### config.mk
export PLATFORM = sky130hd
export DESIGN_NAME = fpcmp_top
export DESIGN_NICKNAME = d
export VERILOG_FILES = /design/src/rtl/fpcmp_pkg.sv /design/src/rtl/fpcmp_unpack.sv /design/src/rtl/fpcmp_decide.sv /design/src/rtl/fpcmp_top.sv
export SDC_FILE = /design/constraint.sdc
export NUM_CORES = 1
export LEC_CHECK = 0
export ABC_AREA = 1
export BUFFER_PORTS_ARGS = -buffer_cell sky130_fd_sc_hd__buf_2
export CAP_MARGIN = 20
export CORE_MARGIN = 10
export CORE_UTILIZATION = 35
export CTS_CLUSTER_DIAMETER = 150
export CTS_CLUSTER_SIZE = 8
export DETAILED_ROUTE_END_ITERATION = 7
export PLACE_DENSITY_LB_ADDON = 0.25
export SYNTH_ARGS = -nofsm -noshare
export SYNTH_HDL_FRONTEND = slang
export SYNTH_SLANG_ARGS = --single-unit
export TNS_END_PERCENT = 5
### constraint.sdc
create_clock -name clk -period 4.2 [get_ports clk]
set_input_delay 0.84 -clock clk [delete_from_list [all_inputs] [get_ports clk]]
set_output_delay 0.84 -clock clk [all_outputs]
set_load 0.01 [all_outputs]
### src/rtl/fpcmp_pkg.sv
package fpcmp_pkg;
    localparam int EXP_W  = 8;
    localparam int FRAC_W = 23;
    localparam int WORD_W = 1 + EXP_W + FRAC_W;
    localparam int MAG_W  = EXP_W + FRAC_W;
    localparam logic [EXP_W-1:0] EXP_ALL_ONES = '1;

    typedef struct packed {
        logic              sign;
        logic [EXP_W-1:0]  exp;
        logic [FRAC_W-1:0] frac;
    } fp_word_t;

    typedef struct packed {
        logic             sign;
        logic [MAG_W-1:0] mag;
        logic             is_nan;
        logic             is_zero;
    } fp_class_t;

    typedef enum logic [1:0] {
        ORD_LT = 2'd0,
        ORD_EQ = 2'd1,
        ORD_GT = 2'd2,
        ORD_UN = 2'd3
    } order_e;

    function automatic fp_class_t classify(input fp_word_t w);
        fp_class_t c;
        c.sign    = w.sign;
        c.mag     = {w.exp, w.frac};
        c.is_nan  = (w.exp == EXP_ALL_ONES) && (w.frac != '0);
        c.is_zero = (w.exp == '0) && (w.frac == '0);
        return c;
    endfunction
endpackage

### src/rtl/fpcmp_unpack.sv
module fpcmp_unpack
    import fpcmp_pkg::*;
(
    input  logic [WORD_W-1:0] word,
    output fp_class_t         cls
);
    always_comb cls = classify(fp_word_t'(word));
endmodule

### src/rtl/fpcmp_decide.sv
module fpcmp_decide
    import fpcmp_pkg::*;
(
    input  fp_class_t a,
    input  fp_class_t b,
    output order_e    ord
);
    logic mag_lt, mag_eq;

    always_comb begin
        mag_lt = a.mag < b.mag;
        mag_eq = a.mag == b.mag;
        if (a.is_nan || b.is_nan)
            ord = ORD_UN;
        else if (a.is_zero && b.is_zero)
            ord = ORD_EQ;
        else if (a.sign != b.sign)
            ord = a.sign ? ORD_LT : ORD_GT;
        else if (mag_eq)
            ord = ORD_EQ;
        else if (a.sign)
            ord = mag_lt ? ORD_GT : ORD_LT;
        else
            ord = mag_lt ? ORD_LT : ORD_GT;
    end

    always_comb begin
        assert_zero_pair_R5: assert (!(a.is_zero && b.is_zero && !a.is_nan && !b.is_nan) || ord == ORD_EQ)
            else $error("R5 signed zeros not equal");
    end
endmodule

### src/rtl/fpcmp_top.sv
module fpcmp_top
    import fpcmp_pkg::*;
(
    input  logic              clk,
    input  logic              rst,
    input  logic              in_valid,
    input  logic [WORD_W-1:0] op_a,
    input  logic [WORD_W-1:0] op_b,
    output logic              out_valid,
    output logic              lt,
    output logic              eq,
    output logic              gt,
    output logic              unord
);
    fp_class_t ca, cb;
    order_e    ord;

    fpcmp_unpack u_ua (.word(op_a), .cls(ca));
    fpcmp_unpack u_ub (.word(op_b), .cls(cb));
    fpcmp_decide u_dec (.a(ca), .b(cb), .ord(ord));

    always_ff @(posedge clk) begin
        if (rst) begin
            out_valid <= 1'b0;
            lt <= 1'b0; eq <= 1'b0; gt <= 1'b0; unord <= 1'b0;
        end else begin
            out_valid <= in_valid;
            if (in_valid) begin
                lt    <= (ord == ORD_LT);
                eq    <= (ord == ORD_EQ);
                gt    <= (ord == ORD_GT);
                unord <= (ord == ORD_UN);
            end
        end
    end

    assert_onehot_R7: assert property (@(posedge clk) disable iff (rst)
        out_valid |-> $countones({lt, eq, gt, unord}) == 1);
    assert_latency_R8: assert property (@(posedge clk) disable iff (rst)
        !$past(rst) |-> out_valid == $past(in_valid));
    assert_reset_R9: assert property (@(posedge clk)
        $past(rst) |-> !out_valid && !lt && !eq && !gt && !unord);
    assert_nan_R6: assert property (@(posedge clk) disable iff (rst)
        (in_valid && (ca.is_nan || cb.is_nan)) |=> unord && !lt && !eq && !gt);
    assert_sign_R2: assert property (@(posedge clk) disable iff (rst)
        (in_valid && op_a[31] && !op_b[31] && !ca.is_nan && !cb.is_nan && !(ca.is_zero && cb.is_zero)) |=> lt);
endmodule

==> results.txt, run 1 <==
- Among all stages on the critical path, the largest delay is contributed by sky130_fd_sc_hd__ha_1.
- Hold Path Origin: lt
- The tree is rooted in a sky130_fd_sc_hd__clkbuf_8.
* I/O pins: 72
- Number of antenna violations at the first check in global routing: 0
- Yosys warning count: 0
- Beginning of the critical path: op_b[26]
- Layout Area Growth over Synthesis: 32.1%
- Setup repair after global routing left no endpoint under its margin.
- Clock-pin slew on the worst setup and hold paths: 0.03 ns
* Clock network latency to the later pin of the worst-skew pair: 0.22 ns
- The share of total power dissipated in sequential elements is 0.177.
* Maximum cell stage delay along the critical path: 0.30 ns
- Gr usage total: 0.119
* Number of vias per cell: 4.53
- Synth Area in Adders: 0.269
- STA classifies the critical path endpoint as a flop.
- Critical path type: in2reg
- In this run the remaining antenna-violating nets after routing total 0.
* Slew margin rel.: 0.860
- 0 antenna diodes ended up in the layout.
* FF-to-FF Start: gt
- For this run, design rule violations remaining after detail routing come to 0.
- The area fraction in compound gates after synthesis came to 0.0650.
- Buffers from clock root to sink, at most: 2
* Fin Hold WS: 0.461 ns
- Cell count after placement: 382
- The share of the Yosys chip area taken by registers is 0.0694.
- Count of cell types in the netlist: 19
- In this run the standard cell core region covers 4000 sq um.
- In this run, post-CTS repair resized a total of 0 instances.
- Top-area cell type share of the netlist area: 0.269
* Largest cells by area after synthesis: sky130_fd_sc_hd__ha_1 27%, sky130_fd_sc_hd__nand2_1 16%, sky130_fd_sc_hd__nor2_1 15%, sky130_fd_sc_hd__inv_1 14%, sky130_fd_sc_hd__dfxtp_1 6.9%
- Of the total power, the share spent switching nets is 0.369.
- Final routed wirelength across all metal layers: 4300 microns
* Req. time, crit path: 4.35 ns
- Transition time of the tightest slew-check pin: 0.209 ns
- The biggest area contributor in the post-synthesis netlist is sky130_fd_sc_hd__ha_1.
* Number of H-tree branching levels: 1
- Global placer's final weighted congestion: 0.846
- The number of global-route vias before repair is 1823.
- The worst setup path is launched from a primary input.
- Fin Setup TNS: 0 ns
- Summing over every cut layer, the via total after detailed routing is 1749.
- Of the total synthesized cell area, the portion taken by AND, OR, NAND and NOR gates is 0.451.
- Part of the total power dissipated in combinational logic: 0.513
* Critical path arrival: 2.26 ns
- Fraction of synthesized area in multiplexers: 0
- Netlist area before placement: 1440 sq um
- From left edge to right edge, the die measures 84.2 microns.
* Xor/xnor cell area share of the yosys netlist: 0
* Syn_area_per_cell: 5.53 sq um
- After global routing the overflow that remains totals 0.
- The share of total power dissipated in the clock network is 0.310.
- The first global-routing pass estimated 7520 microns of wire.
* Routed length per placed instance: 11.1 microns
- Across the VDD grid, the largest voltage drop is 0.0782 mV.
* Crit share post-route: 0.502
* Combinational family with the most area after synthesis: simple AND/OR/NAND/NOR gates
* TritonCTS clock tree: yes
- The min-delay analysis places its worst path in the category reg2reg.
* Post-CTS setup repair buffer count: 0
- Cell internal power was estimated by the tool at 180 uW.
* Final Critical Period: 2.11 ns
* Final-stage net count: 435
- Fin cells: 386
- The total count of max-transition violations in the final report is 0.
* Drt first pass iters: 4
* Leakage power of the design: 1.18 nW
- Clock sink count: 5
- Standard-cell rows: 23
- The flow ran to the end, and the final reports show no timing, DRC or antenna violations.
* Hold-fix buffer count after cts: 0
- Walking the worst path, the cells encountered are buf_2 > inv_1 > ha_1 > nand2_1 > inv_1 > nand2_1 > nand2_1 > nand2_1 > nand3_1 > nor2_1 > nand2_1 > nand2_1 > nand3_2 > nor2_1 > nor2_1 > nor2_1.
- From bottom edge to top edge, the die measures 84.2 microns.
- Number of nets produced by synthesis: 359
- Total of flip-flops plus latches after synthesis: 5
- Worst clock skew: 0 ns
- Of the cells placed in the final design, the portion with a size suffix greater than 1 is 0.247.
* Reported max-cap violation count: 0
* Most frequent cell on the critical path: sky130_fd_sc_hd__nand2_1
- The detailed router finished its first iteration with 74 violations.
* Initial Util: 0.361
- # port buffers: 71
- Final Hold Violating Endpoints: 0
- Based on the critical path, the design can be clocked at up to 474 MHz.
- Max Fanout on Critical Path: 3
* Pin count of the biggest net entering global routing: 6
- The number of clock buffers added by TritonCTS is 3.
- Total die area: 7090 sq um
- The cell count after synthesis came out at 261.
- The analysis attributes to net switching a power of 106 uW.
- Post-DP HPWL: 3990 microns
- For this design the ratio of total power to cell area is 150 nW/um^2.
- Setup violations remaining at the end of the flow were counted as 0.
-- sequential cells by signal, indices dropped and copies added (netlist names) --
name / cells
gt: 1
out_valid: 1
lt: 1
unord: 1
eq: 1
-- metrics by stage --
stage	util	setup WS [ns]	power [mW]	instance area, sq um
6_report	0.476	2.09	0.286	1910
5_1_grt	0.476	1.83	0.317	1910
4_1_cts	0.476	2.09	0.289	1910
3_5_place_dp	0.465	1.88	0.199	1860
3_3_place_gp	0.465	1.89	0.197	1860
2_1_floorplan	-	2.15	0.136	1440
-- power by group through the flow --
stage | Clock [mW] | Sequential [mW] | Combinational [mW]
floorplan | 0 | 0.0525 | 0.0835
global placement | 0 | 0.0513 | 0.146
finish | 0.0887 | 0.0506 | 0.147
global route | 0.0935 | 0.0509 | 0.173
detailed placement | 0 | 0.0513 | 0.147
CTS | 0.0905 | 0.0506 | 0.148
-- cell usage in the layout, fill, tap and decap left out, drive strengths merged --
master / n
a21o: 1
nand2: 66
nand4: 13
nor3: 1
nor2: 58
inv: 56
o21ai: 2
o21a: 1
nand3: 13
ha: 31
clkbuf: 4
a21oi: 13
and2: 1
dfxtp: 5
buf: 71
-- final timing paths --
| check | endpoint | slack (ns) | depth (start not counted) |
|---|---|---|---|
| setup / recovery | gt | 2.09 | 16 |
| hold reg to reg | lt | 0.46 | 2 |
| setup reg to reg | gt | 3.58 | 4 |
| hold / removal | lt | 0.46 | 2 |
-- synth_stat cells --
master and n:
sky130_fd_sc_hd__a21o_1 1, sky130_fd_sc_hd__a21oi_1 13, sky130_fd_sc_hd__ha_1 31, sky130_fd_sc_hd__nand3_1 11, sky130_fd_sc_hd__inv_2 1, sky130_fd_sc_hd__inv_1 55, sky130_fd_sc_hd__nor2_1 56, sky130_fd_sc_hd__nand2_1 63
sky130_fd_sc_hd__o21a_1 1, sky130_fd_sc_hd__nand2_2 3, sky130_fd_sc_hd__o21ai_1 1, sky130_fd_sc_hd__nor2_4 1, sky130_fd_sc_hd__dfxtp_1 5, sky130_fd_sc_hd__o21ai_2 1, sky130_fd_sc_hd__nand4_1 13, sky130_fd_sc_hd__nand3_2 2
sky130_fd_sc_hd__nor2_2 1, sky130_fd_sc_hd__nor3_1 1, sky130_fd_sc_hd__and2_1 1
-- worst max-delay path, delay by kind of cell --
| kind | cells | cell delay [ns] |
|---|---|---|
| adders and majority gates | 1 | 0.30 |
| buffers and inverters | 3 | 0.21 |
| and+or+nand+nor | 12 | 0.91 |
-- area by class of cell --
type                       count  area, sq um
sequential                     5          100
tap                           50         62.6
multi-input combinational    200         1130
timing repair buffer          71          355
inverter                      56          210
clock buffer                   4         45.0
fill                         460         2090
-- routing by layer --
layer  up-vias  routed length (microns)  track usage
met3         4                      314       0.0329
met1       724                     2110        0.149
met2        54                     1840        0.201
met5         -                        0            0
li1        967                        -            -
met4         0                       31       0.0183
-- cells by family after synthesis --
logic type | after synthesis
AOI/OAI and AO/OA | 17
adders and majority gates | 31
buffers and inverters | 56
DFF | 5
and+or+nand+nor | 152
Note: power is estimated with default switching activity, not from simulation.
==> run 2: changes to the inputs <==
==> constraint.sdc (replaced) <==
create_clock -name clk -period 2.15 [get_ports clk]
set_input_delay 0.43 -clock clk [delete_from_list [all_inputs] [get_ports clk]]
set_output_delay 0.43 -clock clk [all_outputs]
set_load 0.01 [all_outputs]
==> run 2 against run 1 <==
Net effect:
- total power grew 94%
- via count shrank 0.23%
- clock power grew 93%
- global-route usage grew 0.054 points
- cell area is the same
- critical path type unchanged
- largest power group unchanged
==> results.txt, run 2 (same netlist as run 1, synthesis figures left out) <==
- Outcome: finished clean
* Commonest non-fill, non-tap cell in the layout: sky130_fd_sc_hd__buf_2
- The cell leakage power was 1.18 nW (unchanged).
- Global placer's final weighted congestion: 0.846 (about the same)
- The worst hold path begins at rst.
- The switching part of the total came to 0.367 (-0.00204).
- Clock network latency to the later pin of the worst-skew pair: 0.22 ns (about the same)
- FF-to-FF path depth: 4 (unchanged)
* Final Hold Violating Endpoints: 0 (unchanged)
* Clock-pin slew on the worst setup and hold paths: 0.04 ns (about the same)
- The post-CTS repair timing setup buffer count is 0 (unchanged).
* Root buffer cell: sky130_fd_sc_hd__clkbuf_8
* Standard-cell rows: 23 (unchanged)
- # port buffers: 71 (unchanged)
- The proportion of power drawn by the clock network came to 0.308 (-0.002).
- Share of power burned in registers: 0.178 (about the same)
- Final-stage net count: 435 (unchanged)
- Core region area: 4000 sq um (unchanged)
- The per-cell routed wire length came to 11.1 microns (-0.37%).
- Fill cells: 460 (unchanged)
- The switching power of the nets is 204 uW (+93%).
- Worst clock skew: 0 ns (unchanged)
- The post-DP HPWL came to 4010 microns (+0.44%).
* Final routed wirelength across all metal layers: 4290 microns (-0.37%)
- Req. time, crit path: 2.30 ns (-2.05 ns)
* Number of buffers added by the clock tree synthesis step: 3 (unchanged)
- Sum of internal, switching and leakage power: 556 uW (+94%)
- Fin cells: 386 (unchanged)
* Type of destination of the critical path: flop
- The area overhead of the layout relative to synthesis was 32.1% (unchanged).
- Initial Util: 0.361 (unchanged)
- The tightest min-delay check is of the in2reg type.
* Peak clock frequency supported by timing: 584 MHz
- The number of global-route vias before repair was 1813 (-0.55%).
* Hold worst-path end: unord
- Vias: 1745 (-0.23%)
- The number of antenna violations at the first check in global routing was 0 (unchanged).
- DRT antenna net count: 0 (unchanged)
* Critical path arrival: 1.86 ns (-0.40 ns)
* Worst IR drop on VDD: 0.161 mV (+110%)
- In the finished design, the share of the clock period the worst path needs comes to 0.796.
- The total negative slack for setup checks came to 0 ns (unchanged).
- The post-route cell area came to 1910 sq um (unchanged).
* Vertical die dimension: 84.2 microns (unchanged)
* Power density over the cells: 292 nW/um^2 (+94%)
- FF-to-FF Start: gt
* Cell Area, Placed: 1860 sq um (unchanged)
* Number of H-tree branching levels: 1 (unchanged)
- Critical Path Start Type: primary input
- The number of gates resized after cts came to 0 (unchanged).
* Number of vias per cell: 4.52 (-0.23%)
- The sink count of the clock tree came to 5 (unchanged).
- Pin count of the biggest net entering global routing: 6 (unchanged)
- FF-to-FF setup slack: 1.53 ns (-2.05 ns)
- Horiz. Die Dim: 84.2 microns (unchanged)
- Drt first pass iters: 4 (unchanged)
- Critical path type: in2reg
- Total global routing overflow: 0 (unchanged)
- Depth of the worst hold-timing path: 2 (unchanged)
- Reported max-cap violation count: 0 (unchanged)
- Cell count after placement: 382 (unchanged)
- Total die area: 7090 sq um (unchanged)
- Final Critical Period: 1.71 ns
* Number of max-slew violations in the final report: 0 (unchanged)
- The largest fanout on the critical path came to 3 (unchanged).
- The wire length of the first global-routing pass came to 7560 microns (+0.45%).
* Internal Dissipation: 352 uW (+95%)
* Gr usage total: 0.120 (+0.000540)
- Number of inserted diodes: 0 (unchanged)
- The detailed router's first-iteration violation count is 63 (-15%).
- RSZ-0062 raised after global routing: no
- In the layout the commonest cells are 71 x sky130_fd_sc_hd__buf_2, 63 x sky130_fd_sc_hd__nand2_1, 56 x sky130_fd_sc_hd__nor2_1.
- The setup violation total in the final timing report is 0 (unchanged).
- The fraction of final layout cells sized beyond drive strength 1 came to 0.247 (unchanged).
* Hold-fix buffer count after cts: 0 (unchanged)
* Slew margin rel.: 0.863 (+0.00252)
- I/O pins: 72 (unchanged)
- The proportion of power drawn by combinational gates is 0.514 (about the same).
- Worst r2r dst: gt
* DRC violations left: 0 (unchanged)
* Transition time of the tightest slew-check pin: 0.205 ns (-0.00377 ns)
- TritonCTS built the clock tree.
* Buffers from clock root to sink, at most: 2 (unchanged)
run 2: cell counts in the layout (fill, tap and decap cells not counted):
No cell type changed its count.
run 2: how the worst max path moves through the flow:
stage          cells past startpoint  slack [ns]  endpoint  startpoint
2_1_floorplan                     15        0.51        gt    op_b[28]
3_3_place_gp                      13        0.25        gt    op_b[30]
3_5_place_dp                      16        0.21        gt    op_b[26]
4_1_cts                           16        0.42        gt    op_b[26]
5_1_grt                           15        0.20        lt    op_b[28]
6_report                          16        0.44        gt    op_b[26]
run 2: layer usage:
| layer | vias up | wire length [microns] | track usage |
|---|---|---|---|
| met4 | 0 | 0 | 0.00913 |
| met3 | 0 | 267 | 0.0290 |
| met2 | 48 | 1870 | 0.206 |
| li1 | 966 | - | - |
| met1 | 731 | 2150 | 0.152 |
| met5 | - | 0 | 0 |
run 2: worst max-delay path: stages:
cell and delay (ns):
sky130_fd_sc_hd__buf_2 0.11, sky130_fd_sc_hd__inv_1 0.05, sky130_fd_sc_hd__ha_1 0.30, sky130_fd_sc_hd__nand2_1 0.08
sky130_fd_sc_hd__inv_1 0.06, sky130_fd_sc_hd__nand2_1 0.07, sky130_fd_sc_hd__nand2_1 0.05, sky130_fd_sc_hd__nand2_1 0.06
sky130_fd_sc_hd__nand3_1 0.07, sky130_fd_sc_hd__nor2_1 0.16, sky130_fd_sc_hd__nand2_1 0.07, sky130_fd_sc_hd__nand2_1 0.07
sky130_fd_sc_hd__nand3_2 0.08, sky130_fd_sc_hd__nor2_1 0.10, sky130_fd_sc_hd__nor2_1 0.04, sky130_fd_sc_hd__nor2_1 0.08
run 2: area by class of cell:
class | instances | area, sq um | area share
sequential | 5 | 100 | 0.0525
multi-input combinational | 200 | 1130 | 0.594
clock buffer | 4 | 45.0 | 0.0236
inverter | 56 | 210 | 0.110
tap | 50 | 62.6 | 0.0328
timing repair buffer | 71 | 355 | 0.186
run 2: power by group through the flow:
stage	logic [mW]	clock network, mW	registers (mW)
after global routing	0.338	0.184	0.0993
after global placement	0.285	0	0.100
after detailed placement	0.288	0	0.100
after CTS	0.290	0.174	0.0988
after floorplan	0.163	0	0.102
final	0.286	0.171	0.0988
run 2: per-stage QoR:
stage          hold slack, ns  utilization  setup WS [ns]
3_3_place_gp            0.451        0.465          0.255
4_1_cts                 0.435        0.476          0.423
6_report                0.439        0.476          0.438
5_1_grt                 0.448        0.476          0.197
3_5_place_dp            0.456        0.465          0.209
2_1_floorplan           0.482            -          0.505
